## config.mk

```make
export PLATFORM = sky130hd
export DESIGN_NAME = i2c_addr_slave
export DESIGN_NICKNAME = d
export VERILOG_FILES = /design/src/rtl/i2c_slv_pkg.sv /design/src/rtl/i2c_line_sync.sv /design/src/rtl/i2c_cond_detect.sv /design/src/rtl/i2c_addr_match.sv /design/src/rtl/i2c_slave_fsm.sv /design/src/rtl/i2c_addr_slave.sv
export SDC_FILE = /design/constraint.sdc
export NUM_CORES = 1
export LEC_CHECK = 0
export ABC_AREA = 1
export BUFFER_PORTS_ARGS = -buffer_cell sky130_fd_sc_hd__buf_2
export CORE_MARGIN = 5
export CORE_UTILIZATION = 30
export CTS_BUF_LIST = sky130_fd_sc_hd__clkbuf_8
export CTS_CLUSTER_DIAMETER = 60
export DETAILED_ROUTE_END_ITERATION = 7
export HOLD_SLACK_MARGIN = 0.02
export PLACE_DENSITY = 0.54
export SYNTH_ARGS = -nofsm -noshare
export SYNTH_HDL_FRONTEND = slang
export SYNTH_SLANG_ARGS = --single-unit
```

## constraint.sdc

```tcl
create_clock -name clk -period 2.2 [get_ports clk]
set_input_delay 0 -clock clk [delete_from_list [all_inputs] [get_ports clk]]
set_output_delay 0 -clock clk [all_outputs]
set_load 0.05 [all_outputs]
```

## src/rtl/i2c_slv_pkg.sv

```systemverilog
package i2c_slv_pkg;

    localparam int BYTE_W    = 8;
    localparam int BIT_CNT_W = $clog2(BYTE_W);
    localparam int OWN_W     = 10;
    localparam int GC_W      = 7;
    localparam int TAG_W     = 5;

    localparam logic [TAG_W-1:0]  TEN_BIT_TAG = 5'b11110;
    localparam logic [BYTE_W-1:0] START_BYTE  = 8'h01;

    typedef enum logic [3:0] {
        ST_OFF,
        ST_IDLE,
        ST_ADR_HI,
        ST_ADR_LO,
        ST_RX,
        ST_ACK_SET,
        ST_ACK_HOLD,
        ST_ACK_END,
        ST_IGNORE
    } slv_state_e;

    typedef struct packed {
        logic hit7;
        logic gc_hit;
        logic hi10;
        logic lo10;
        logic start_byte;
    } match_t;

endpackage

```

## src/rtl/i2c_line_sync.sv

```systemverilog
module i2c_line_sync #(
    parameter int STAGES = 2
) (
    input  logic clk,
    input  logic rst_n,
    input  logic d,
    output logic q
);

    logic chain [STAGES];

    genvar i;
    for (i = 0; i < STAGES; i++) begin : g_stage
        if (i == 0) begin : g_first
            always_ff @(posedge clk or negedge rst_n) begin
                if (!rst_n) chain[0] <= 1'b1;
                else        chain[0] <= d;
            end
        end else begin : g_rest
            always_ff @(posedge clk or negedge rst_n) begin
                if (!rst_n) chain[i] <= 1'b1;
                else        chain[i] <= chain[i-1];
            end
        end
    end

    assign q = chain[STAGES-1];

endmodule

```

## src/rtl/i2c_cond_detect.sv

```systemverilog
module i2c_cond_detect (
    input  logic clk,
    input  logic rst_n,
    input  logic scl_s,
    input  logic sda_s,
    output logic scl_lvl,
    output logic sda_lvl,
    output logic scl_rise,
    output logic scl_fall,
    output logic start_cond,
    output logic stop_cond
);

    logic scl_q;
    logic sda_q;

    always_ff @(posedge clk or negedge rst_n) begin
        if (!rst_n) begin
            scl_q <= 1'b1;
            sda_q <= 1'b1;
        end else begin
            scl_q <= scl_s;
            sda_q <= sda_s;
        end
    end

    assign scl_lvl    = scl_s;
    assign sda_lvl    = sda_s;
    assign scl_rise   = scl_s & ~scl_q;
    assign scl_fall   = ~scl_s & scl_q;
    assign start_cond = scl_s & scl_q & sda_q & ~sda_s;
    assign stop_cond  = scl_s & scl_q & ~sda_q & sda_s;

endmodule

```

## src/rtl/i2c_addr_match.sv

```systemverilog
module i2c_addr_match
    import i2c_slv_pkg::*;
(
    input  logic [BYTE_W-1:0] cur_byte,
    input  logic              ten_bit_mode,
    input  logic [OWN_W-1:0]  own_addr,
    input  logic              gc_en,
    input  logic [GC_W-1:0]   gc_addr,
    output match_t            hit
);

    always_comb begin
        hit.hit7       = !ten_bit_mode && (cur_byte[BYTE_W-1:1] == own_addr[GC_W-1:0]);
        hit.gc_hit     = gc_en && !cur_byte[0] && (cur_byte[BYTE_W-1:1] == gc_addr);
        hit.hi10       = ten_bit_mode
                         && (cur_byte[BYTE_W-1:BYTE_W-TAG_W] == TEN_BIT_TAG)
                         && (cur_byte[2:1] == own_addr[OWN_W-1:BYTE_W]);
        hit.lo10       = ten_bit_mode && (cur_byte == own_addr[BYTE_W-1:0]);
        hit.start_byte = (cur_byte == START_BYTE);
    end

endmodule

```

## src/rtl/i2c_slave_fsm.sv

```systemverilog
module i2c_slave_fsm
    import i2c_slv_pkg::*;
(
    input  logic              clk,
    input  logic              rst_n,
    input  logic              enable,
    input  logic              ack_en,
    input  logic              scl_lvl,
    input  logic              sda_lvl,
    input  logic              scl_rise,
    input  logic              scl_fall,
    input  logic              start_cond,
    input  logic              stop_cond,
    input  match_t            hit,
    output logic [BYTE_W-1:0] cur_byte,
    output logic              sda_oe,
    output logic              addressed,
    output logic              gen_call,
    output logic              rw_bit,
    output logic [BYTE_W-1:0] rx_data,
    output logic              rx_valid,
    output logic              stop_pulse
);

    slv_state_e state, nxt;
    slv_state_e ack_after, after_n;
    logic                 ack_want, want_n;
    logic [BIT_CNT_W-1:0] bit_cnt;
    logic [BYTE_W-1:0]    shreg;
    logic                 ten_armed;

    logic shifting, byte_done, go_ack;
    logic mark_addr, mark_gc, set_rw, arm_set, arm_clr, push;

    assign shifting  = (state == ST_ADR_HI) || (state == ST_ADR_LO) || (state == ST_RX);
    assign byte_done = shifting && scl_rise && (bit_cnt == BIT_CNT_W'(BYTE_W-1));
    assign cur_byte  = {shreg[BYTE_W-2:0], sda_lvl};

    // next-state and decision logic
    always_comb begin
        nxt       = state;
        go_ack    = 1'b0;
        after_n   = ST_IGNORE;
        mark_addr = 1'b0;
        mark_gc   = 1'b0;
        set_rw    = 1'b0;
        arm_set   = 1'b0;
        arm_clr   = 1'b0;
        push      = 1'b0;
        if (!enable) begin
            nxt = ST_OFF;
        end else if (start_cond) begin
            nxt = ST_ADR_HI;
        end else if (stop_cond) begin
            nxt = ST_IDLE;
        end else begin
            unique case (state)
                ST_OFF:  nxt = ST_IDLE;
                ST_IDLE: nxt = ST_IDLE;
                ST_ADR_HI: begin
                    if (byte_done) begin
                        if (hit.start_byte) begin
                            nxt     = ST_IGNORE;
                            arm_clr = 1'b1;
                        end else if (hit.gc_hit) begin
                            go_ack    = 1'b1;
                            after_n   = ST_RX;
                            mark_addr = 1'b1;
                            mark_gc   = 1'b1;
                            arm_clr   = 1'b1;
                        end else if (hit.hit7) begin
                            go_ack    = 1'b1;
                            after_n   = cur_byte[0] ? ST_IGNORE : ST_RX;
                            mark_addr = 1'b1;
                            set_rw    = cur_byte[0];
                        end else if (hit.hi10 && !cur_byte[0]) begin
                            go_ack  = 1'b1;
                            after_n = ST_ADR_LO;
                        end else if (hit.hi10 && ten_armed) begin
                            go_ack    = 1'b1;
                            after_n   = ST_IGNORE;
                            mark_addr = 1'b1;
                            set_rw    = 1'b1;
                        end else begin
                            nxt     = ST_IGNORE;
                            arm_clr = 1'b1;
                        end
                    end
                end
                ST_ADR_LO: begin
                    if (byte_done) begin
                        if (hit.lo10) begin
                            go_ack    = 1'b1;
                            after_n   = ST_RX;
                            mark_addr = 1'b1;
                            arm_set   = 1'b1;
                        end else begin
                            nxt     = ST_IGNORE;
                            arm_clr = 1'b1;
                        end
                    end
                end
                ST_RX: begin
                    if (byte_done) begin
                        push    = 1'b1;
                        go_ack  = 1'b1;
                        after_n = ST_RX;
                    end
                end
                ST_ACK_SET:  if (scl_fall) nxt = ST_ACK_HOLD;
                ST_ACK_HOLD: if (scl_rise) nxt = ST_ACK_END;
                ST_ACK_END:  if (scl_fall) nxt = ack_after;
                ST_IGNORE:   nxt = ST_IGNORE;
                default:     nxt = ST_IDLE;
            endcase
            if (go_ack) nxt = ST_ACK_SET;
        end
    end

    assign want_n = ack_en;

    // state register
    always_ff @(posedge clk or negedge rst_n) begin
        if (!rst_n) state <= ST_OFF;
        else        state <= nxt;
    end

    // outputs and datapath
    always_ff @(posedge clk or negedge rst_n) begin
        if (!rst_n) begin
            ack_after  <= ST_IGNORE;
            ack_want   <= 1'b0;
            bit_cnt    <= '0;
            shreg      <= '0;
            ten_armed  <= 1'b0;
            sda_oe     <= 1'b0;
            addressed  <= 1'b0;
            gen_call   <= 1'b0;
            rw_bit     <= 1'b0;
            rx_data    <= '0;
            rx_valid   <= 1'b0;
            stop_pulse <= 1'b0;
        end else begin
            rx_valid   <= push;
            stop_pulse <= enable && stop_cond;
            sda_oe     <= ack_want && ((nxt == ST_ACK_HOLD) || (nxt == ST_ACK_END));

            if (go_ack) begin
                ack_want  <= want_n;
                ack_after <= after_n;
            end

            if (start_cond || (state == ST_ACK_END)) bit_cnt <= '0;
            else if (shifting && scl_rise)           bit_cnt <= bit_cnt + 1'b1;

            if (shifting && scl_rise) shreg <= cur_byte;

            if (!enable || start_cond || stop_cond) begin
                addressed <= 1'b0;
                gen_call  <= 1'b0;
                rw_bit    <= 1'b0;
            end else if (mark_addr) begin
                addressed <= 1'b1;
                gen_call  <= mark_gc;
                rw_bit    <= set_rw;
            end

            if (!enable || stop_cond) ten_armed <= 1'b0;
            else if (arm_set)         ten_armed <= 1'b1;
            else if (arm_clr)         ten_armed <= 1'b0;

            if (push) rx_data <= cur_byte;
        end
    end


    off_release_chk: assert property (@(posedge clk) disable iff (!rst_n)
        !enable |=> (!sda_oe && !addressed));


    stop_clears_chk: assert property (@(posedge clk) disable iff (!rst_n)
        stop_pulse |-> !addressed);


    strobe_single_chk: assert property (@(posedge clk) disable iff (!rst_n)
        rx_valid |=> !rx_valid);


    strobe_addressed_chk: assert property (@(posedge clk) disable iff (!rst_n)
        rx_valid |-> addressed);


    drive_on_low_chk: assert property (@(posedge clk) disable iff (!rst_n)
        $rose(sda_oe) |-> !$past(scl_lvl));


    release_on_low_chk: assert property (@(posedge clk) disable iff (!rst_n)
        ($fell(sda_oe) && $past(enable)) |-> !$past(scl_lvl));


    gc_implies_match_chk: assert property (@(posedge clk) disable iff (!rst_n)
        gen_call |-> addressed);


    start_restart_chk: assert property (@(posedge clk) disable iff (!rst_n)
        (enable && start_cond) |=> (state == ST_ADR_HI && !addressed));

endmodule

```

## src/rtl/i2c_addr_slave.sv

```systemverilog
module i2c_addr_slave
    import i2c_slv_pkg::*;
#(
    parameter int SYNC_STAGES = 2
) (
    input  logic              clk,
    input  logic              rst_n,
    input  logic              enable,
    input  logic              ack_en,
    input  logic              ten_bit_mode,
    input  logic [OWN_W-1:0]  own_addr,
    input  logic              gc_en,
    input  logic [GC_W-1:0]   gc_addr,
    input  logic              scl_in,
    input  logic              sda_in,
    output logic              sda_oe,
    output logic              addressed,
    output logic              gen_call,
    output logic              rw_bit,
    output logic [BYTE_W-1:0] rx_data,
    output logic              rx_valid,
    output logic              stop_pulse
);

    logic scl_s, sda_s;
    logic scl_lvl, sda_lvl, scl_rise, scl_fall, start_cond, stop_cond;
    logic [BYTE_W-1:0] cur_byte;
    match_t hit;

    i2c_line_sync #(.STAGES(SYNC_STAGES)) u_scl_sync (
        .clk(clk), .rst_n(rst_n), .d(scl_in), .q(scl_s)
    );

    i2c_line_sync #(.STAGES(SYNC_STAGES)) u_sda_sync (
        .clk(clk), .rst_n(rst_n), .d(sda_in), .q(sda_s)
    );

    i2c_cond_detect u_cond (
        .clk(clk), .rst_n(rst_n), .scl_s(scl_s), .sda_s(sda_s),
        .scl_lvl(scl_lvl), .sda_lvl(sda_lvl),
        .scl_rise(scl_rise), .scl_fall(scl_fall),
        .start_cond(start_cond), .stop_cond(stop_cond)
    );

    i2c_addr_match u_match (
        .cur_byte(cur_byte), .ten_bit_mode(ten_bit_mode), .own_addr(own_addr),
        .gc_en(gc_en), .gc_addr(gc_addr), .hit(hit)
    );

    i2c_slave_fsm u_fsm (
        .clk(clk), .rst_n(rst_n), .enable(enable), .ack_en(ack_en),
        .scl_lvl(scl_lvl), .sda_lvl(sda_lvl),
        .scl_rise(scl_rise), .scl_fall(scl_fall),
        .start_cond(start_cond), .stop_cond(stop_cond),
        .hit(hit), .cur_byte(cur_byte),
        .sda_oe(sda_oe), .addressed(addressed), .gen_call(gen_call),
        .rw_bit(rw_bit), .rx_data(rx_data), .rx_valid(rx_valid),
        .stop_pulse(stop_pulse)
    );

endmodule

```

==> flow_metrics.tcl, run 1 <==
set metrics [dict create \
    rsz0062_at_grt "false" \
    final_area_mm2 0.00291 \
    die-area_mm2 0.00995 \
    crit_slowest_cell "dfstp_2" \
    p_seq_share_pct 47.1 \
    synthMuxAreaShare_pct 0 \
    cts_sinks 39 \
    hpwl_um 4830 \
    antenna_left 0 \
    cp_cell_sequence "inv_1, nor2_1, nand2_4, nor2_8, nand2_1, nor2_1, inv_1, nand2_1, o21ai_2" \
    antenna_found_initial 0 \
    root_buffer "clkbuf_8" \
    synth_cell_types 35 \
    n_antenna_cell 0 \
    p_leak_nw 1.62 \
    grtUsageTotal_pct 12.9 \
    synth_compound_area_share_pct 10.2 \
    path_buf_inv 2 \
    fin_crit_sh_pct 88.5 \
    die_w_um 99.7 \
    drive_gt1_share_pct 21.5 \
    power.density_mw_per_mm2 563 \
    fin_cells 493 \
    max_freq_mhz 514 \
    whs_ns 0.244 \
    synth-xor-area-share_pct 1.09 \
    layout_commonest_cell "nand2_1" \
    area_growth_pct 20.4 \
    synthAdderAreaFrac_pct 1.04 \
    grt_remaining_overflow 0 \
    yosysWarnings 0 \
    path_clk_slew_ns 0.08 \
    fin_tns_setup_ns 0 \
    fill_cells 843 \
    r2r-start "u_scl_sync.q" \
    coreArea_mm2 0.00777 \
    fp.dieH_um 99.7 \
    cp.required_ns 2.37 \
    cts_max_level 2 \
    net-switching-power_uw 445 \
    wire_per_inst_um 12.4 \
    start_util_pct 31.1 \
    final-max-slew-violation-count 0 \
    final_cell_mix "nand2_1 (115), inv_1 (48), buf_2 (38)" \
    grt_pass1_vias 2151 \
    power_frac_clock_pct 38.6 \
    syn_area_mm2 0.00242 \
    sw_frac_of_total_pct 27.2 \
    crit_type "reg -> reg" \
    worstMarginPinSlew_ns 0.902 \
    min-delay-start "gc_addr[0]" \
    syn_avg_cell_area_um2 7.13 \
    post-route-min-period_ns 1.95 \
    multi_input_area_mm2 0.00119 \
    setup_slack_ns 0.253 \
    cp-end-kind "register" \
    synth_top_family_by_area "simple AND/OR/NAND/NOR gates" \
    setup_violations 0 \
    relSlewSlack_pct 39.9 \
    ios 39 \
    utilization_pct 37.5 \
    dpl_cell_area_mm2 0.00273 \
    status "finished clean" \
    skew_ns 0.00752 \
    crit_start "u_scl_sync.q" \
    combPwrFrac_pct 14.3 \
    vdd_drop_max_uv 270 \
    netlist_instances 339 \
    seq_area_um2 985 \
    drt_first_pass_iters 5 \
    power_mw 1.64 \
    cts_made_buffers 5 \
    pre_cts_slack_ns 0.107 \
    hold_viol 0 \
    clock_latency_ns 0.30 \
    critPathMaxStageDelay_ns 0.56 \
    path_max_fanout 16 \
    grt_pass1_wl_um 10200 \
    nets 417 \
    place_inst 479 \
    cp-start-kind "register" \
    maxCapViolCount 0 \
    yosys.area_share.simple_pct 37.0 \
    drtIter0Drc 171 \
    cts_tree "done" \
    vias 2260 \
    ys_seq_elements 39 \
    yosysSeqAreaShare_pct 40.8 \
    avgViaCountPerCell 4.58 \
    synth_nets 366 \
    path_delay_family "simple AND/OR/NAND/NOR gates" \
    p_int_mw 1.19 \
    gp_congestion 0.920 \
    grt_max_degree 40 \
    portBuffers 38 \
    drc 0 \
    min_path_type "in -> reg" \
    rows 32 \
    cts_max_path_buffers 2 \
    worst_ep_arrival_time_ns 2.12 \
    wirelength_um 6110 \
]
==> final cells by class <==
class | count | area share, %
multi-input combinational | 241 | 40.9
clock inverter | 2 | 1.20
sequential | 39 | 33.8
clock buffer | 6 | 2.84
inverter | 54 | 6.97
timing repair buffer | 49 | 9.81
tap | 102 | 4.39
==> power groups by stage <==
stage	clock network (mW)	logic, mW	registers, mW
after global placement	0	0.224	0.786
after detailed placement	0	0.224	0.786
after floorplan	0	0.143	0.777
after CTS	0.656	0.232	0.773
after global routing	0.697	0.267	0.774
final	0.633	0.234	0.771
==> tightest hold or removal path, delay by kind of cell <==
family                 cells  cell delay [ns]
AO/OA/AOI/OAI              1             0.09
buffers and inverters      1             0.10
AND/OR/NAND/NOR            4             0.30
==> what timing repair did <==
item	4_1_cts	5_1_grt
hold buffers	5	0
hold endpoints to repair	38	0
setup buffers	0	1
resized for setup	0	1
endpoints found under the setup margin	0	3
==> logic make-up (layout without fill, tap and decap cells) <==
logic type	Yosys count	after routing
flops	39	39
buf+inv	59	111
fa+ha+maj	2	2
simple gates	196	196
compound gates	40	40
xor+xnor	3	3
==> metal layers <==
layer / global-route usage [%] / vias up / routed length, µm
li1: - / 1172 / -
met2: 20.1 / 72 / 2710
met5: 0 / - / 0
met1: 17.5 / 1006 / 2910
met3: 2.73 / 10 / 359
met4: 4.83 / 0 / 128
==> path summary, 6_finish.rpt <==
path,to,slack [ns],depth (start not counted)
max,u_fsm.rx_data[2],0.25,9
min,u_fsm.gen_call,0.24,6
max reg2reg,u_fsm.rx_data[2],0.25,9
min reg2reg,u_scl_sync.q,0.36,0
max in group asynchronous,u_fsm.state[1],1.27,2
min in group asynchronous,u_fsm.shreg[6],0.37,2
==> flip-flops by register name (all words and copies together), names as in the netlist, 3 cells and up <==
name	cells
u_fsm.shreg	7
u_fsm.bit_cnt	3
u_fsm.state	4
u_fsm.ack_after	3
u_fsm.rx_data	8
==> synth_stat cells <==
cell type	instances	area, µm²
o211ai_1	1	7.51
nand3_2	2	20.0
nand3_1	20	100
o21ai_1	3	15.0
nand4_2	1	12.5
clkbuf_1	2	7.51
nor3_2	1	10.0
buf_6	2	22.5
nand2_2	2	12.5
o21ai_0	14	70.1
nor2_4	3	33.8
xnor2_1	2	17.5
inv_1	49	184
a31oi_1	3	18.8
a21oi_2	1	8.76
a21boi_0	2	15.0
nor3_1	7	35.0
nor2_1	30	113
dfrtp_1	32	801
nand3b_1	2	15.0
ha_1	2	25.0
inv_2	5	18.8
o2111ai_1	1	8.76
o31ai_1	2	15.0
nor2_8	1	20.0
nand4_1	8	50.1
o41ai_1	1	8.76
nand2_4	3	33.8
buf_4	1	7.51
nand2_1	115	432
dfstp_2	7	184
a21oi_1	7	35.0
o21ai_2	5	43.8
nor4_1	1	6.26
xor2_1	1	8.76
No activity file was read; power rests on OpenSTA's default activity.
==> inputs of run 2 (changes only) <==
--- a/config.mk
+++ b/config.mk
@@ -5,7 +5,6 @@
 export SDC_FILE = /design/constraint.sdc
 export NUM_CORES = 1
 export LEC_CHECK = 0
-export ABC_AREA = 1
 export BUFFER_PORTS_ARGS = -buffer_cell sky130_fd_sc_hd__buf_2
 export CORE_MARGIN = 5
 export CORE_UTILIZATION = 30
==> run 2 against run 1 <==
  * The run now ends with setup timing left
  * Core utilization rose by 7.0 points
  * Synthesized cell count decreased by 34%
  * Combinational power down 38%
  * Register-to-register slack lost 0.28 ns
  * Sequential cell count stayed put
  * Die area shrank 5.8%
  * Clock power up 1%
  * Via count is 12% lower
  * Sequential share of layout area fell by 3.2 points
  * Design area is 11% higher
  * Global-route usage grew 0.35 points
  * Largest cell class unchanged
==> flow_metrics.tcl, run 2 <==
set metrics [dict create \
    synth_cell_types 58 \
    antenna_left 0 \
    synth_most_common_cell "nand2_1" \
    nets 340 \
    n_antenna_cell 0 \
    fp.dieH_um 96.8 \
    fin_crit_sh_pct 101 \
    synth_common_cells "nand2_1 (35), dfrtp_1 (32), xnor2_1 (13)" \
    grt_util_met3_pct 2.45 \
    fill_cells 730 \
    grt_pass1_vias 2047 \
    ys_seq_elements 39 \
    grt_remaining_overflow 0 \
    async_flop_share_pct 100 \
    min-delay-start "ten_bit_mode" \
    maxCapViolCount 0 \
    cts_sinks 39 \
    max_freq_mhz 449 \
    antenna_found_initial 0 \
    synth_top_area_share_pct 35.4 \
    min_path_type "in -> reg" \
    path_clk_slew_ns 0.08 \
    grt_pass1_wl_um 10100 \
    drc 0 \
    worst_ep_arrival_time_ns 2.42 \
    area_growth_pct 43.3 \
    seq_area_um2 993 \
    multi_input_area_mm2 0.00133 \
    setup_violations 1 \
    relSlewSlack_pct 40.5 \
    busiest_layer "met2" \
    netlist_instances 223 \
    syn_area_mm2 0.00226 \
    synth_nets 250 \
    largest_registers "u_fsm.rx_data x8, u_fsm.shreg x7, u_fsm.state x4" \
    cts_tree "done" \
    gr-usage-met1_pct 17.8 \
    coreArea_mm2 0.00729 \
    power.density_mw_per_mm2 470 \
    vdd_drop_max_uv 185 \
    syn_avg_cell_area_um2 10.1 \
    rows 31 \
    whs_ns 0.298 \
    utilization_pct 44.4 \
    holdPathStages 6 \
    synth_edf_count 0 \
    layout_commonest_cell "buf_4" \
    status "complete, but fails checks" \
    die-area_mm2 0.00937 \
    portBuffers 38 \
    met2_usage_pct 20.8 \
    r2r_slack_ns -0.02 \
    wirelength_um 6150 \
    clock_latency_ns 0.30 \
    rr_worst_depth 7 \
    post-route-min-period_ns 2.22 \
    vias 1987 \
    pre_cts_slack_ns -0.160 \
    synthTopCellsByArea "dfrtp_1 (35%), dfstp_2 (8.1%), nand2_1 (5.8%), mux2_2 (5.5%), xnor2_1 (5.0%)" \
    start_util_pct 31.0 \
    drt_first_pass_iters 4 \
    r2r-start "u_fsm.shreg[4]" \
    r2r_end "u_fsm.sda_oe" \
    crit_type "reg -> reg" \
    ys.flop_type "dfrtp_1" \
    worstMarginPinSlew_ns 0.892 \
    final-max-slew-violation-count 0 \
    wire_per_inst_um 14.9 \
    gp_congestion 0.889 \
    path_max_fanout 5 \
    hold_end "u_fsm.ten_armed" \
    cts_max_level 2 \
    skew_ns 0.00763 \
    die_w_um 96.8 \
    cp.required_ns 2.39 \
    yosysSeqAreaShare_pct 43.6 \
    cp-end-kind "register" \
    setup_slack_ns -0.0249 \
    hpwl_um 4520 \
    yosysWarnings 0 \
    power_mw 1.52 \
    drive_gt1_share_pct 48.4 \
    yosysTopAreaCell "dfrtp_1" \
    root_buffer "clkbuf_8" \
    ios 39 \
    largest_register "u_fsm.rx_data" \
    cts_max_path_buffers 2 \
    rsz0062_at_grt "true" \
    avgViaCountPerCell 4.81 \
    cts_made_buffers 5 \
    drtIter0Drc 107 \
    hold_viol 0 \
    cp-start-kind "register" \
    final_cell_mix "buf_4 (43), buf_2 (38), nand2_1 (34)" \
    grt_max_degree 40 \
    grtUsageTotal_pct 13.2 \
    largest_register_ffs 8 \
    p_leak_nw 1.53 \
    violations "setup timing" \
]
[run 2: cell count changes after synthesis, sizes merged, moves of 5 or more]
cell and delta:
inv -44, buf +5, mux2 +12, nand4 -6
xnor2 +11, o21ai -16, xor2 +10, nand3 -16
nor2 -27, nand2 -82
[run 2: where the power goes]
| part | internal, mW | total (mW) | switching [mW] |
|---|---|---|---|
| clock network | 0.367 | 0.641 | 0.273 |
| registers | 0.730 | 0.738 | 0.00769 |
| logic | 0.0639 | 0.145 | 0.0813 |
| total | 1.16 | 1.52 | 0.362 |
[run 2: cells by family after synthesis]
logic type                 after synthesis  synth area share [%]
DFF                                     39                  43.6
and+or+nand+nor                         84                  20.9
AOI/OAI and AO/OA                       44                  15.3
buffers and inverters                   18                  3.65
xor gates and xnor gates                24                  9.30
muxes                                   12                  6.15
adders and majority gates                2                  1.11
[run 2: metrics by stage]
step | TNS (ns) | cell area [µm²] | std cells
floorplan | 0 | 2270 | 223
global placement | -0.241 | 2800 | 387
detailed placement | -0.314 | 2800 | 387
CTS | 0 | 3140 | 410
global route | -0.353 | 3240 | 413
finish | -0.0249 | 3240 | 413
[run 2: worst max-delay path by stage]
stage | slack [ns] | cells past startpoint | from | to
floorplan | 0.02 | 8 | u_fsm.state[0] | u_fsm.ack_after[3]
global placement | -0.12 | 8 | u_fsm.shreg[0] | u_fsm.sda_oe
detailed placement | -0.16 | 7 | u_fsm.shreg[1] | u_fsm.sda_oe
CTS | 0.007 | 8 | u_fsm.state[1] | u_fsm.sda_oe
global route | -0.15 | 7 | u_scl_sync.q | u_fsm.sda_oe
finish | -0.02 | 7 | u_fsm.shreg[4] | u_fsm.sda_oe
[run 2: metal layers]
layer  wire, µm  share of wire [%]
met1       2910                 47
met2       2850                 46
met3        235                3.8
met4        153                2.5
met5          0                  0
[run 2: layout make-up]
cell class                      count  area share, %
Clock inverter                      2           1.08
Sequential cell                    39           30.7
Inverter                           10           1.16
Multi-Input combinational cell    166           41.0
Clock buffer                        6           2.55
Tap cell                           99           3.83
Timing Repair Buffer               91           19.7
[run 2: timing repair]
item | 4_1_cts | 5_1_grt
endpoints found under the setup margin | 8 | 11
buffers inserted | 10 | 3
gates resized for setup | 19 | 12
pin swaps | 13 | 10
endpoints found under the hold margin | 39 | 0
hold buffers | 5 | 0
[run 2: worst max-delay path: stages, from the launching register on]
cell and delay [ns]:
dfrtp_2 0.47, buf_12 0.15, xor2_2 0.18, nor4_4 0.08
or3b_4 0.44, a211oi_4 0.29, o221ai_2 0.19, a2111oi_4 0.31
==> inputs of run 3 (changes only) <==
--- a/config.mk
+++ b/config.mk
@@ -5,13 +5,11 @@
 export SDC_FILE = /design/constraint.sdc
 export NUM_CORES = 1
 export LEC_CHECK = 0
-export BUFFER_PORTS_ARGS = -buffer_cell sky130_fd_sc_hd__buf_2
-export CORE_MARGIN = 5
+export BUFFER_PORTS_ARGS = -buffer_cell sky130_fd_sc_hd__clkbuf_2
 export CORE_UTILIZATION = 30
 export CTS_BUF_LIST = sky130_fd_sc_hd__clkbuf_8
 export CTS_CLUSTER_DIAMETER = 60
 export DETAILED_ROUTE_END_ITERATION = 7
-export HOLD_SLACK_MARGIN = 0.02
 export PLACE_DENSITY = 0.54
 export SYNTH_ARGS = -nofsm -noshare
 export SYNTH_HDL_FRONTEND = slang
==> run 3 against run 2 <==
  * The run still ends with setup timing left
  * Worst setup slack worse by 0.0075 ns
  * Clock skew is 0.0021 ns lower
  * Die area is 16% lower
  * Design area is 2.7% lower
  * Sequential share of layout area is 0.83 points higher
  * Highest routed layer unchanged
==> flow_metrics.tcl, run 3 (synthesis gave the netlist of run 2 again) <==
set metrics [dict create \
    vdd_drop_max_uv 317 \
    portBuffers 38 \
    critPathMaxStageDelay_ns 0.48 \
    path_clk_slew_ns 0.09 \
    clock_latency_ns 0.30 \
    largest_register "u_fsm.rx_data" \
    cp_cell_sequence "xor2_1, nor4_2, nand2_1, or3b_4, buf_6, a21oi_2, o211a_1, a2111oi_2" \
    p_leak_nw 1.49 \
    power.density_mw_per_mm2 461 \
    violations "setup timing" \
    cp-end-kind "register" \
    setup_slack_ns -0.0325 \
    cp-start-kind "register" \
    cts_max_level 2 \
    crit_type "reg -> reg" \
    rows 31 \
    n_antenna_cell 0 \
    avgViaCountPerCell 4.81 \
    grt_max_degree 23 \
    status "complete, but fails checks" \
    ios 39 \
    largest_registers "u_fsm.rx_data x8, u_fsm.shreg x7, u_fsm.state x4" \
    r2r_slack_ns -0.03 \
    grt_remaining_overflow 0 \
    layout_commonest_cell "buf_4" \
    drt_first_pass_iters 4 \
    crit_slowest_cell "dfrtp_2" \
    nets 338 \
    die_w_um 88.8 \
    antenna_found_initial 0 \
    area_growth_pct 39.4 \
    pre_cts_slack_ns -0.0757 \
    post-route-min-period_ns 2.23 \
    max_freq_mhz 448 \
    path_buf_inv 1 \
    largest_register_ffs 8 \
    cp.required_ns 2.40 \
    drive_gt1_share_pct 47.4 \
    drc 0 \
    multi_input_area_mm2 0.00129 \
    hold_viol 0 \
    gp_congestion 0.867 \
    maxCapViolCount 0 \
    antenna_left 0 \
    setup_violations 4 \
    worstMarginPinSlew_ns 0.585 \
    seq_area_um2 992 \
    worst_ep_arrival_time_ns 2.43 \
    vias 1976 \
    cts_max_path_buffers 2 \
    rr_worst_depth 8 \
    min_path_type "in -> async" \
    r2r_end "u_fsm.sda_oe" \
    skew_ns 0.00550 \
    grt_pass1_wl_um 9920 \
    utilization_pct 43.4 \
    fin_crit_sh_pct 101 \
    rsz0062_at_grt "true" \
    wire_per_inst_um 14.6 \
    r2r-start "u_fsm.shreg[3]" \
    root_buffer "clkbuf_8" \
    wirelength_um 6010 \
    path_delay_family "simple AND/OR/NAND/NOR gates" \
    path_max_fanout 6 \
    cts_sinks 39 \
    final_cell_mix "buf_4 (43), clkbuf_2 (38), nand2_1 (35)" \
    die-area_mm2 0.00788 \
    fill_cells 717 \
    grtUsageTotal_pct 16.9 \
    cts_tree "done" \
    relSlewSlack_pct 60.9 \
    fp.dieH_um 88.8 \
    cp.depth 8 \
    grt_pass1_vias 1966 \
    drtIter0Drc 100 \
    coreArea_mm2 0.00725 \
    final-max-slew-violation-count 0 \
    start_util_pct 31.2 \
    cts_made_buffers 5 \
    hpwl_um 4480 \
]
==> run 3: cell types whose count changed in the layout (fill, tap and decap cells not counted), moves of 2 or more <==
cell / change
buf_2: -38
xor2_2: -2
xnor2_1: -2
clkbuf_2: +38
xor2_1: +2
xnor2_2: +2
==> run 3: how the worst max path moves through the flow <==
stage                         from                  to  slack [ns]
floorplan           u_fsm.state[0]  u_fsm.ack_after[3]        0.02
global placement    u_fsm.shreg[0]        u_fsm.sda_oe       -0.08
detailed placement  u_fsm.shreg[4]        u_fsm.sda_oe       -0.08
CTS                 u_fsm.shreg[3]        u_fsm.sda_oe     -0.0004
global route        u_fsm.shreg[3]        u_fsm.sda_oe       -0.13
finish              u_fsm.shreg[3]        u_fsm.sda_oe       -0.03
==> run 3: final cells by class <==
cell class              instances  share of cell area, %
clock inverters                 1                  0.238
flip-flops and latches         39                   31.5
repair buffers                 89                   19.2
inverters                      10                   1.19
well taps                      99                   3.93
clock buffers                   7                   3.06
multi-input cells             166                   40.8
==> run 3: power by group <==
group | total [mW] | internal (mW) | leakage, nW | switching [mW]
sequential | 0.737 | 0.730 | 0.507 | 0.00742
combinational | 0.140 | 0.0605 | 0.936 | 0.0799
clock | 0.573 | 0.286 | 0.0505 | 0.287
total | 1.45 | 1.08 | 1.49 | 0.374
==> run 3: metrics by stage <==
| stage | setup TNS [ns] | power, mW | instance area (µm²) | hold WS (ns) | instances |
|---|---|---|---|---|---|
| after floorplan | 0 | 0.808 | 2270 | -0.296 | 223 |
| after global placement | -0.138 | 0.878 | 2850 | -0.0142 | 393 |
| after detailed placement | -0.137 | 0.878 | 2850 | -0.0159 | 393 |
| after CTS | -0.000391 | 1.46 | 3080 | 0.206 | 409 |
| after global routing | -0.504 | 1.51 | 3150 | 0.241 | 411 |
| final | -0.0636 | 1.45 | 3150 | 0.187 | 411 |
==> run 3: per-layer routing <==
layer / global-route usage, % / vias to the layer above / part of all wire (%)
li1: - / 964 / -
met1: 23.4 / 938 / 48
met2: 25.6 / 56 / 45
met3: 3.64 / 18 / 3.9
met4: 7.18 / 0 / 3.3
met5: 0 / - / 0
==> run 3: what timing repair did <==
action                                  4_1_cts  5_1_grt
hold buffers                                  5        0
endpoints found under the hold margin        22        0
pin swaps                                     8        9
endpoints found under the setup margin       12       13
setup buffers                                 3        2
resized for setup                            12       12
